File: src/rtl/tree_reduce_pkg.sv
package tree_reduce_pkg;

    typedef enum logic [1:0] {
        ST_IDLE = 2'd0,
        ST_RUN  = 2'd1,
        ST_DONE = 2'd2
    } tr_state_e;

endpackage

File: src/rtl/tree_reduce_sched.sv
module tree_reduce_sched #(
    parameter int LANES = 8,
    parameter int LEN_W = $clog2(LANES + 1),
    parameter int CNT_W = $clog2(LANES) + 2
) (
    input  logic             clk,
    input  logic             rst_n,
    input  logic             load_i,
    input  logic             adv_i,
    input  logic [LEN_W-1:0] len_i,
    output logic [CNT_W-1:0] left_o,
    output logic [CNT_W-1:0] right_o,
    output logic             in_range_o,
    output logic             last_o
);

    typedef struct packed {
        logic [CNT_W-1:0] step;
        logic [CNT_W-1:0] idx;
    } sched_t;

    sched_t s_d, s_q;

    logic [CNT_W-1:0] len_w;
    logic [CNT_W-1:0] nxt_idx;
    logic [CNT_W-1:0] nxt_step;
    logic             pass_end;

    always_comb begin
        len_w      = CNT_W'(len_i);
        right_o    = s_q.idx + (s_q.step >> 1);
        left_o     = s_q.idx;
        in_range_o = right_o < len_w;
        nxt_idx    = s_q.idx + s_q.step;
        nxt_step   = s_q.step << 1;
        pass_end   = nxt_idx >= len_w;
        last_o     = pass_end && (nxt_step >= (len_w << 1));

        s_d = s_q;
        if (load_i) begin
            s_d.step = CNT_W'(2);
            s_d.idx  = '0;
        end else if (adv_i) begin
            if (pass_end) begin
                s_d.idx  = '0;
                s_d.step = nxt_step;
            end else begin
                s_d.idx = nxt_idx;
            end
        end
    end

    always_ff @(posedge clk or negedge rst_n) begin
        if (!rst_n) begin
            s_q.step <= CNT_W'(2);
            s_q.idx  <= '0;
        end else begin
            s_q <= s_d;
        end
    end

    // stride stays a power of two at every pass (one pairing schedule, R9)
    assert_step_pow2_R9: assert property (@(posedge clk) disable iff (!rst_n)
        $countones(s_q.step) == 1);

    // a left position visited is always inside the vector
    assert_left_in_len_R7: assert property (@(posedge clk) disable iff (!rst_n)
        adv_i |-> (s_q.idx < len_w));

endmodule

File: src/rtl/tree_reduce_pair.sv
module tree_reduce_pair (
    input  logic in_range_i,
    input  logic wp_left_i,
    input  logic wp_right_i,
    output logic right_act_o,
    output logic do_add_o,
    output logic do_redir_o
);

    always_comb begin
        right_act_o = in_range_i && wp_right_i;
        do_add_o    = right_act_o && wp_left_i;
        do_redir_o  = right_act_o && !wp_left_i;
    end

endmodule

File: src/rtl/tree_reduce_lanes.sv
module tree_reduce_lanes #(
    parameter int LANES  = 8,
    parameter int DATA_W = 16,
    parameter int SUM_W  = DATA_W + $clog2(LANES),
    parameter int POS_W  = $clog2(LANES),
    parameter int LEN_W  = $clog2(LANES + 1)
) (
    input  logic                    clk,
    input  logic                    rst_n,
    input  logic                    load_i,
    input  logic [LEN_W-1:0]        len_i,
    input  logic [LANES*DATA_W-1:0] elem_i,
    input  logic [LANES-1:0]        mask_i,
    input  logic                    pair_en_i,
    input  logic [POS_W-1:0]        left_i,
    input  logic [POS_W-1:0]        right_i,
    input  logic                    right_act_i,
    input  logic                    do_add_i,
    input  logic                    do_redir_i,
    output logic                    wp_left_o,
    output logic                    wp_right_o,
    output logic [SUM_W-1:0]        res_sum_o,
    output logic                    res_pred_o
);

    typedef struct packed {
        logic [LANES-1:0][SUM_W-1:0] val;
        logic [LANES-1:0][POS_W-1:0] redir;
        logic [LANES-1:0]            wp;
    } lanes_t;

    lanes_t l_d, l_q;

    logic [POS_W-1:0] lane_l;
    logic [POS_W-1:0] lane_r;

    always_comb begin
        lane_l = l_q.redir[left_i];
        lane_r = l_q.redir[right_i];
        l_d    = l_q;
        if (load_i) begin
            for (int k = 0; k < LANES; k++) begin
                l_d.val[k]   = SUM_W'(elem_i[k*DATA_W +: DATA_W]);
                l_d.redir[k] = POS_W'(k);
                l_d.wp[k]    = mask_i[k] && (k < int'(len_i));
            end
        end else if (pair_en_i) begin
            if (do_add_i) begin
                l_d.val[lane_l] = l_q.val[lane_l] + l_q.val[lane_r];
            end
            if (do_redir_i) begin
                l_d.redir[left_i] = lane_r;
            end
            l_d.wp[left_i] = l_q.wp[left_i] | right_act_i;
        end
    end

    always_ff @(posedge clk or negedge rst_n) begin
        if (!rst_n) begin
            l_q.val <= '0;
            l_q.wp  <= '0;
            for (int k = 0; k < LANES; k++) begin
                l_q.redir[k] <= POS_W'(k);
            end
        end else begin
            l_q <= l_d;
        end
    end

    always_comb begin
        wp_left_o  = l_q.wp[left_i];
        wp_right_o = l_q.wp[right_i];
        res_sum_o  = l_q.val[l_q.redir[0]];
        res_pred_o = l_q.wp[0];
    end

    // a redirected left position becomes live and points at the partner lane
    assert_redirect_live_R10: assert property (@(posedge clk) disable iff (!rst_n)
        (pair_en_i && do_redir_i && !load_i) |=>
            (l_q.wp[$past(left_i)] && (l_q.redir[$past(left_i)] == $past(lane_r))));

    // an in-place add keeps the left position's lane
    assert_add_in_place_R2: assert property (@(posedge clk) disable iff (!rst_n)
        (pair_en_i && do_add_i && !load_i) |=>
            (l_q.redir[$past(left_i)] == $past(lane_l)));

    // a live position never loses its predicate during a run
    assert_pred_sticky_R3: assert property (@(posedge clk) disable iff (!rst_n)
        (pair_en_i && !load_i && wp_left_o) |=> l_q.wp[$past(left_i)]);

endmodule

File: src/rtl/tree_reduce.sv
module tree_reduce
    import tree_reduce_pkg::*;
#(
    parameter int LANES  = 8,
    parameter int DATA_W = 16,
    parameter int LEN_W  = $clog2(LANES + 1),
    parameter int SUM_W  = DATA_W + $clog2(LANES)
) (
    input  logic                    clk,
    input  logic                    rst_n,
    input  logic                    start_i,
    input  logic [LEN_W-1:0]        len_i,
    input  logic [LANES*DATA_W-1:0] elem_i,
    input  logic [LANES-1:0]        mask_i,
    output logic                    busy_o,
    output logic                    done_o,
    output logic [SUM_W-1:0]        sum_o,
    output logic                    sum_valid_o
);

    localparam int POS_W = $clog2(LANES);
    localparam int CNT_W = $clog2(LANES) + 2;

    typedef struct packed {
        tr_state_e        state;
        logic [LEN_W-1:0] len;
    } top_t;

    top_t t_d, t_q;

    logic             load;
    logic             adv;
    logic [LEN_W-1:0] len_eff;
    logic [CNT_W-1:0] left_c;
    logic [CNT_W-1:0] right_c;
    logic             in_range;
    logic             last;
    logic             wp_left;
    logic             wp_right;
    logic             right_act;
    logic             do_add;
    logic             do_redir;
    logic [SUM_W-1:0] res_sum;
    logic             res_pred;

    always_comb begin
        len_eff = (len_i > LEN_W'(LANES)) ? LEN_W'(LANES) : len_i;
        load    = (t_q.state == ST_IDLE) && start_i;
        adv     = (t_q.state == ST_RUN);
        t_d     = t_q;
        case (t_q.state)
            ST_IDLE: begin
                if (start_i) begin
                    t_d.len   = len_eff;
                    t_d.state = (len_eff <= LEN_W'(1)) ? ST_DONE : ST_RUN;
                end
            end
            ST_RUN: begin
                if (last) begin
                    t_d.state = ST_DONE;
                end
            end
            default: begin
                t_d.state = ST_IDLE;
            end
        endcase
    end

    always_ff @(posedge clk or negedge rst_n) begin
        if (!rst_n) begin
            t_q.state <= ST_IDLE;
            t_q.len   <= '0;
        end else begin
            t_q <= t_d;
        end
    end

    tree_reduce_sched #(
        .LANES (LANES),
        .LEN_W (LEN_W),
        .CNT_W (CNT_W)
    ) u_sched (
        .clk        (clk),
        .rst_n      (rst_n),
        .load_i     (load),
        .adv_i      (adv),
        .len_i      (t_q.len),
        .left_o     (left_c),
        .right_o    (right_c),
        .in_range_o (in_range),
        .last_o     (last)
    );

    tree_reduce_pair u_pair (
        .in_range_i  (in_range),
        .wp_left_i   (wp_left),
        .wp_right_i  (wp_right),
        .right_act_o (right_act),
        .do_add_o    (do_add),
        .do_redir_o  (do_redir)
    );

    tree_reduce_lanes #(
        .LANES  (LANES),
        .DATA_W (DATA_W),
        .SUM_W  (SUM_W),
        .POS_W  (POS_W),
        .LEN_W  (LEN_W)
    ) u_lanes (
        .clk         (clk),
        .rst_n       (rst_n),
        .load_i      (load),
        .len_i       (len_eff),
        .elem_i      (elem_i),
        .mask_i      (mask_i),
        .pair_en_i   (adv),
        .left_i      (left_c[POS_W-1:0]),
        .right_i     (right_c[POS_W-1:0]),
        .right_act_i (right_act),
        .do_add_i    (do_add),
        .do_redir_i  (do_redir),
        .wp_left_o   (wp_left),
        .wp_right_o  (wp_right),
        .res_sum_o   (res_sum),
        .res_pred_o  (res_pred)
    );

    always_comb begin
        busy_o      = (t_q.state != ST_IDLE);
        done_o      = (t_q.state == ST_DONE);
        sum_valid_o = (t_q.state != ST_RUN) && res_pred;
        sum_o       = sum_valid_o ? res_sum : '0;
    end

    // done lasts a single cycle and is followed by idle
    assert_done_pulse_R6: assert property (@(posedge clk) disable iff (!rst_n)
        done_o |=> (!done_o && !busy_o));

    // an accepted start makes the engine busy on the next cycle
    assert_start_busy_R1: assert property (@(posedge clk) disable iff (!rst_n)
        (!busy_o && start_i) |=> busy_o);

    // start during a run leaves the captured length alone
    assert_busy_start_ignored_R5: assert property (@(posedge clk) disable iff (!rst_n)
        (busy_o && start_i) |=> $stable(t_q.len));

    // a zero length completes at once with no valid result
    assert_len_zero_R4: assert property (@(posedge clk) disable iff (!rst_n)
        (!busy_o && start_i && (len_i == '0)) |=> (done_o && !sum_valid_o));

    // results do not change while idle
    assert_hold_idle_R6: assert property (@(posedge clk) disable iff (!rst_n)
        (!busy_o && !start_i) |=> ($stable(sum_o) && $stable(sum_valid_o)));

endmodule

File: config.mk
export PLATFORM = sky130hd
export DESIGN_NAME = tree_reduce
export DESIGN_NICKNAME = d
export VERILOG_FILES = /design/src/rtl/tree_reduce_pkg.sv /design/src/rtl/tree_reduce_sched.sv /design/src/rtl/tree_reduce_pair.sv /design/src/rtl/tree_reduce_lanes.sv /design/src/rtl/tree_reduce.sv
export SDC_FILE = /design/constraint.sdc
export NUM_CORES = 1
export LEC_CHECK = 0
export BUFFER_PORTS_ARGS = -buffer_cell sky130_fd_sc_hd__buf_2
export CAP_MARGIN = 20
export CELL_PAD_IN_SITES_DETAIL_PLACEMENT = 0
export CELL_PAD_IN_SITES_GLOBAL_PLACEMENT = 1
export CORE_AREA = 5 5 177 179
export DETAILED_ROUTE_END_ITERATION = 8
export DIE_AREA = 0 0 182 184
export MAX_ROUTING_LAYER = met4
export PLACE_DENSITY_LB_ADDON = 0.1
export SLEW_MARGIN = 20
export SYNTH_ARGS = -nofsm -noshare
export SYNTH_HDL_FRONTEND = slang
export SYNTH_HIERARCHICAL = 1
export SYNTH_SLANG_ARGS = --single-unit
File: constraint.sdc
create_clock -name clk -period 13.18 [get_ports clk]
set_input_delay 2.636 -clock clk [delete_from_list [all_inputs] [get_ports clk]]
set_output_delay 2.636 -clock clk [all_outputs]
set_load 0.1 [all_outputs]
==> qor.csv <==
stage;metric;value;unit
worst_setup_path;CP top delay family;simple AND/OR/NAND/NOR gates;
worst_setup_path;Arr. time, crit path;6930;ps
floorplan;die area;33500;um2
finish;synthesis-to-finish area growth;11.7;%
worst_setup_path;Slowest-stage cell, CP;dfrtp_1;
floorplan;FP Rows;63;
cts;worst skew pair latency;450;ps
routing;DRT met1 WL;22.0;mm
synthesis;Mapped Area;14200;um2
worst_setup_path;flop2flop setup slack;6540;ps
floorplan;IO Count;165;
worst_setup_path;Critical Path, Cell by Cell;ha_1, xor2_1, mux4_2, mux2_2, buf_4, nand2_1, nand3_1, o21ai_0, o21ai_0, ha_1, nand2_1, o21ai_0, or3_1, a21oi_1, nor3_1, o21ai_0, nor3b_1, a211oi_1;
worst_setup_path;Reg-to-Reg End;u_lanes/l_q[163];
routing;Routed WL;49.4;mm
worst_setup_path;reg2reg start;u_sched/left_o[1];
worst_setup_path;cell mode on critical path;o21ai_0;
cts;Hold Buf Count CTS;0;
routing;Max Used Layer;met4;
worst_setup_path;worst path bufs/invs;1;
placed_design;RePlAce Congestion;0.903;
synthesis;syn_nets;1791;
routing;# DRC;0;
cts;H-tree levels;4;
synthesis;Post-Synthesis Cells;1613;
routing;met3 routed WL;4.08;mm
finish;share of cells above drive strength 1;20.6;%
timing;worst-margin pin slew;1210;ps
floorplan;Initial Utilization;48.3;%
worst_setup_path;R2R depth;18;
floorplan;Core Area;29400;um2
min_path;Worst Min Path Start;t_q[3];
grt;global route overflow;0;
grt;vias in the first global route;12941;
cts;Post-CTS Resized;0;
placed_design;Port Buffer Count;164;
grt;antenna violations before repair;0;
floorplan;DIE HEIGHT;184;um
routing;drt first pass iters;6;
cts;# Post-CTS Setup Buffers;0;
routing;WL/cell;23.6;um
worst_setup_path;Setup crit start kind;register;
routing;Vias;13227;
min_path;HP Class;register to register;
floorplan;die width;182;um
cts;CTS tree;yes;
cts;TritonCTS Sinks;198;
routing;Routed Antenna Nets;0;
worst_setup_path;capturing element type of the critical path;register;
synthesis;syn avg cell area;8.80;um2
min_path;hold depth;1;
cts;root buffer cell;clkbuf_16;
routing;Avg Vias per Cell;6.32;
worst_setup_path;WS Path Type;register to register;
cts;total CTS buffers;17;
cts;Reg clk slew, reported paths;80;ps
timing;Fin. Hold Viols;0;
timing;fin. max-slew vios;0;
min_path;Hold Path End;t_q[3];
timing;clock skew;17.6;ps
job;Max-cap violations;0;
worst_setup_path;Required @ worst endpoint;13470;ps
worst_setup_path;Critical Path Fanout Max;73;
finish;Layout Nets;1868;
timing;Final Cycle Share;50.4;%
cts;clock buffer depth;2;
worst_setup_path;critical path's largest stage delay;880;ps
timing;min Tclk post-route;6640;ps
finish;diodes inserted;0;
grt;largest net degree at the start of global routing;112;
timing;Max Clock Freq;151;MHz
finish;Core Util, Final;54.0;%
routing;met2 WL;21.6;mm
timing;Fin Setup TNS;0;ps
routing;drt initial violations;1274;
timing;RSZ-0062 raised after global routing;false;
status;status;finished, final reports clean;
synthesis;YS warnings;6;
placed_design;DP HPWL;32.7;mm
grt;global-route wire length before repair;76.5;mm
timing;Final setup viols;0;
grt;total track usage;30.1;%
timing;max_slew headroom;19.4;%
placed cells by master, fill, tap and decap left out, types with 9 or more instances in the layout:
| cell type | count |
|---|---|
| mux2i_1 | 91 |
| nand3_1 | 53 |
| o211ai_1 | 23 |
| dfrtp_1 | 183 |
| nor2b_1 | 21 |
| nand4b_1 | 9 |
| and3b_1 | 20 |
| or2_2 | 9 |
| inv_1 | 10 |
| nor4_1 | 20 |
| dfstp_2 | 13 |
| clkbuf_16 | 17 |
| o21ai_0 | 148 |
| a211o_1 | 19 |
| nand2_1 | 306 |
| nor2_1 | 89 |
| xnor2_1 | 9 |
| buf_4 | 33 |
| a21oi_1 | 74 |
| mux4_2 | 54 |
| a211oi_1 | 15 |
| o22ai_1 | 77 |
| buf_2 | 163 |
| mux2_2 | 29 |
| or3_1 | 17 |
| nor3b_1 | 18 |
| xor2_1 | 9 |
| a221o_1 | 23 |
| ha_1 | 33 |
| nand3b_1 | 10 |
| nand2b_1 | 10 |
registers in the layout, indices dropped and copies added, names as in the netlist:
signal	cells
u_sched/s_q	1
u_lanes/res_pred_o	1
u_lanes/l_q	183
u_sched/nxt_step	3
u_sched/left_o	4
t_q	6
cell type report:
type	instances	area, um2
well taps	390	488
multi-input cells	1266	8670
inverters	10	37.5
fillers	2780	13500
flip-flops and latches	198	4970
clock inverters	10	145
clock buffers	22	474
repair buffers	197	1080
how the worst max path moves through the flow:
| stage | from | end | slack (ps) | cells past startpoint |
|---|---|---|---|---|
| floorplan | u_lanes/l_q[8] | sum_o[10] | 7800 | 5 |
| global placement | u_sched/left_o[1] | u_lanes/l_q[144] | 6890 | 18 |
| detailed placement | u_sched/left_o[1] | u_lanes/l_q[163] | 6690 | 18 |
| CTS | u_sched/left_o[1] | u_lanes/l_q[163] | 6700 | 18 |
| global route | u_sched/left_o[1] | u_lanes/l_q[68] | 6100 | 18 |
| finish | u_sched/left_o[1] | u_lanes/l_q[163] | 6540 | 18 |
metal layers:
layer | vias up | GRT usage [%]
met1 | 6378 | 42.4
met2 | 699 | 44.4
met3 | 109 | 5.28
li1 | 6041 | -
met4 | 0 | 9.67
met5 | - | -
per-stage QoR:
stage / worst slack, ps / instance area [um2] / std cells / hold slack [ps]
finish: 6540 / 15900 / 2093 / 512
global route: 6100 / 15900 / 2093 / 543
CTS: 6700 / 15900 / 2093 / 516
detailed placement: 6690 / 15200 / 2061 / 500
global placement: 6890 / 15200 / 2061 / 493
floorplan: 7800 / 14200 / 1613 / 481
worst reg2reg max path, stage by stage, from the launching register on:
cell and delay, ps:
dfrtp_1 880, ha_1 310, xor2_1 700, mux4_2 400, mux2_2 170, buf_4 620
nand2_1 230, nand3_1 100, o21ai_0 90, o21ai_0 460, ha_1 370, nand2_1 100
o21ai_0 120, or3_1 370, a21oi_1 360, nor3_1 140, o21ai_0 150, nor3b_1 750
a211oi_1 180
Power is not shown: default switching activity piles up to over one toggle a cycle in this logic, so the estimate is an artifact.
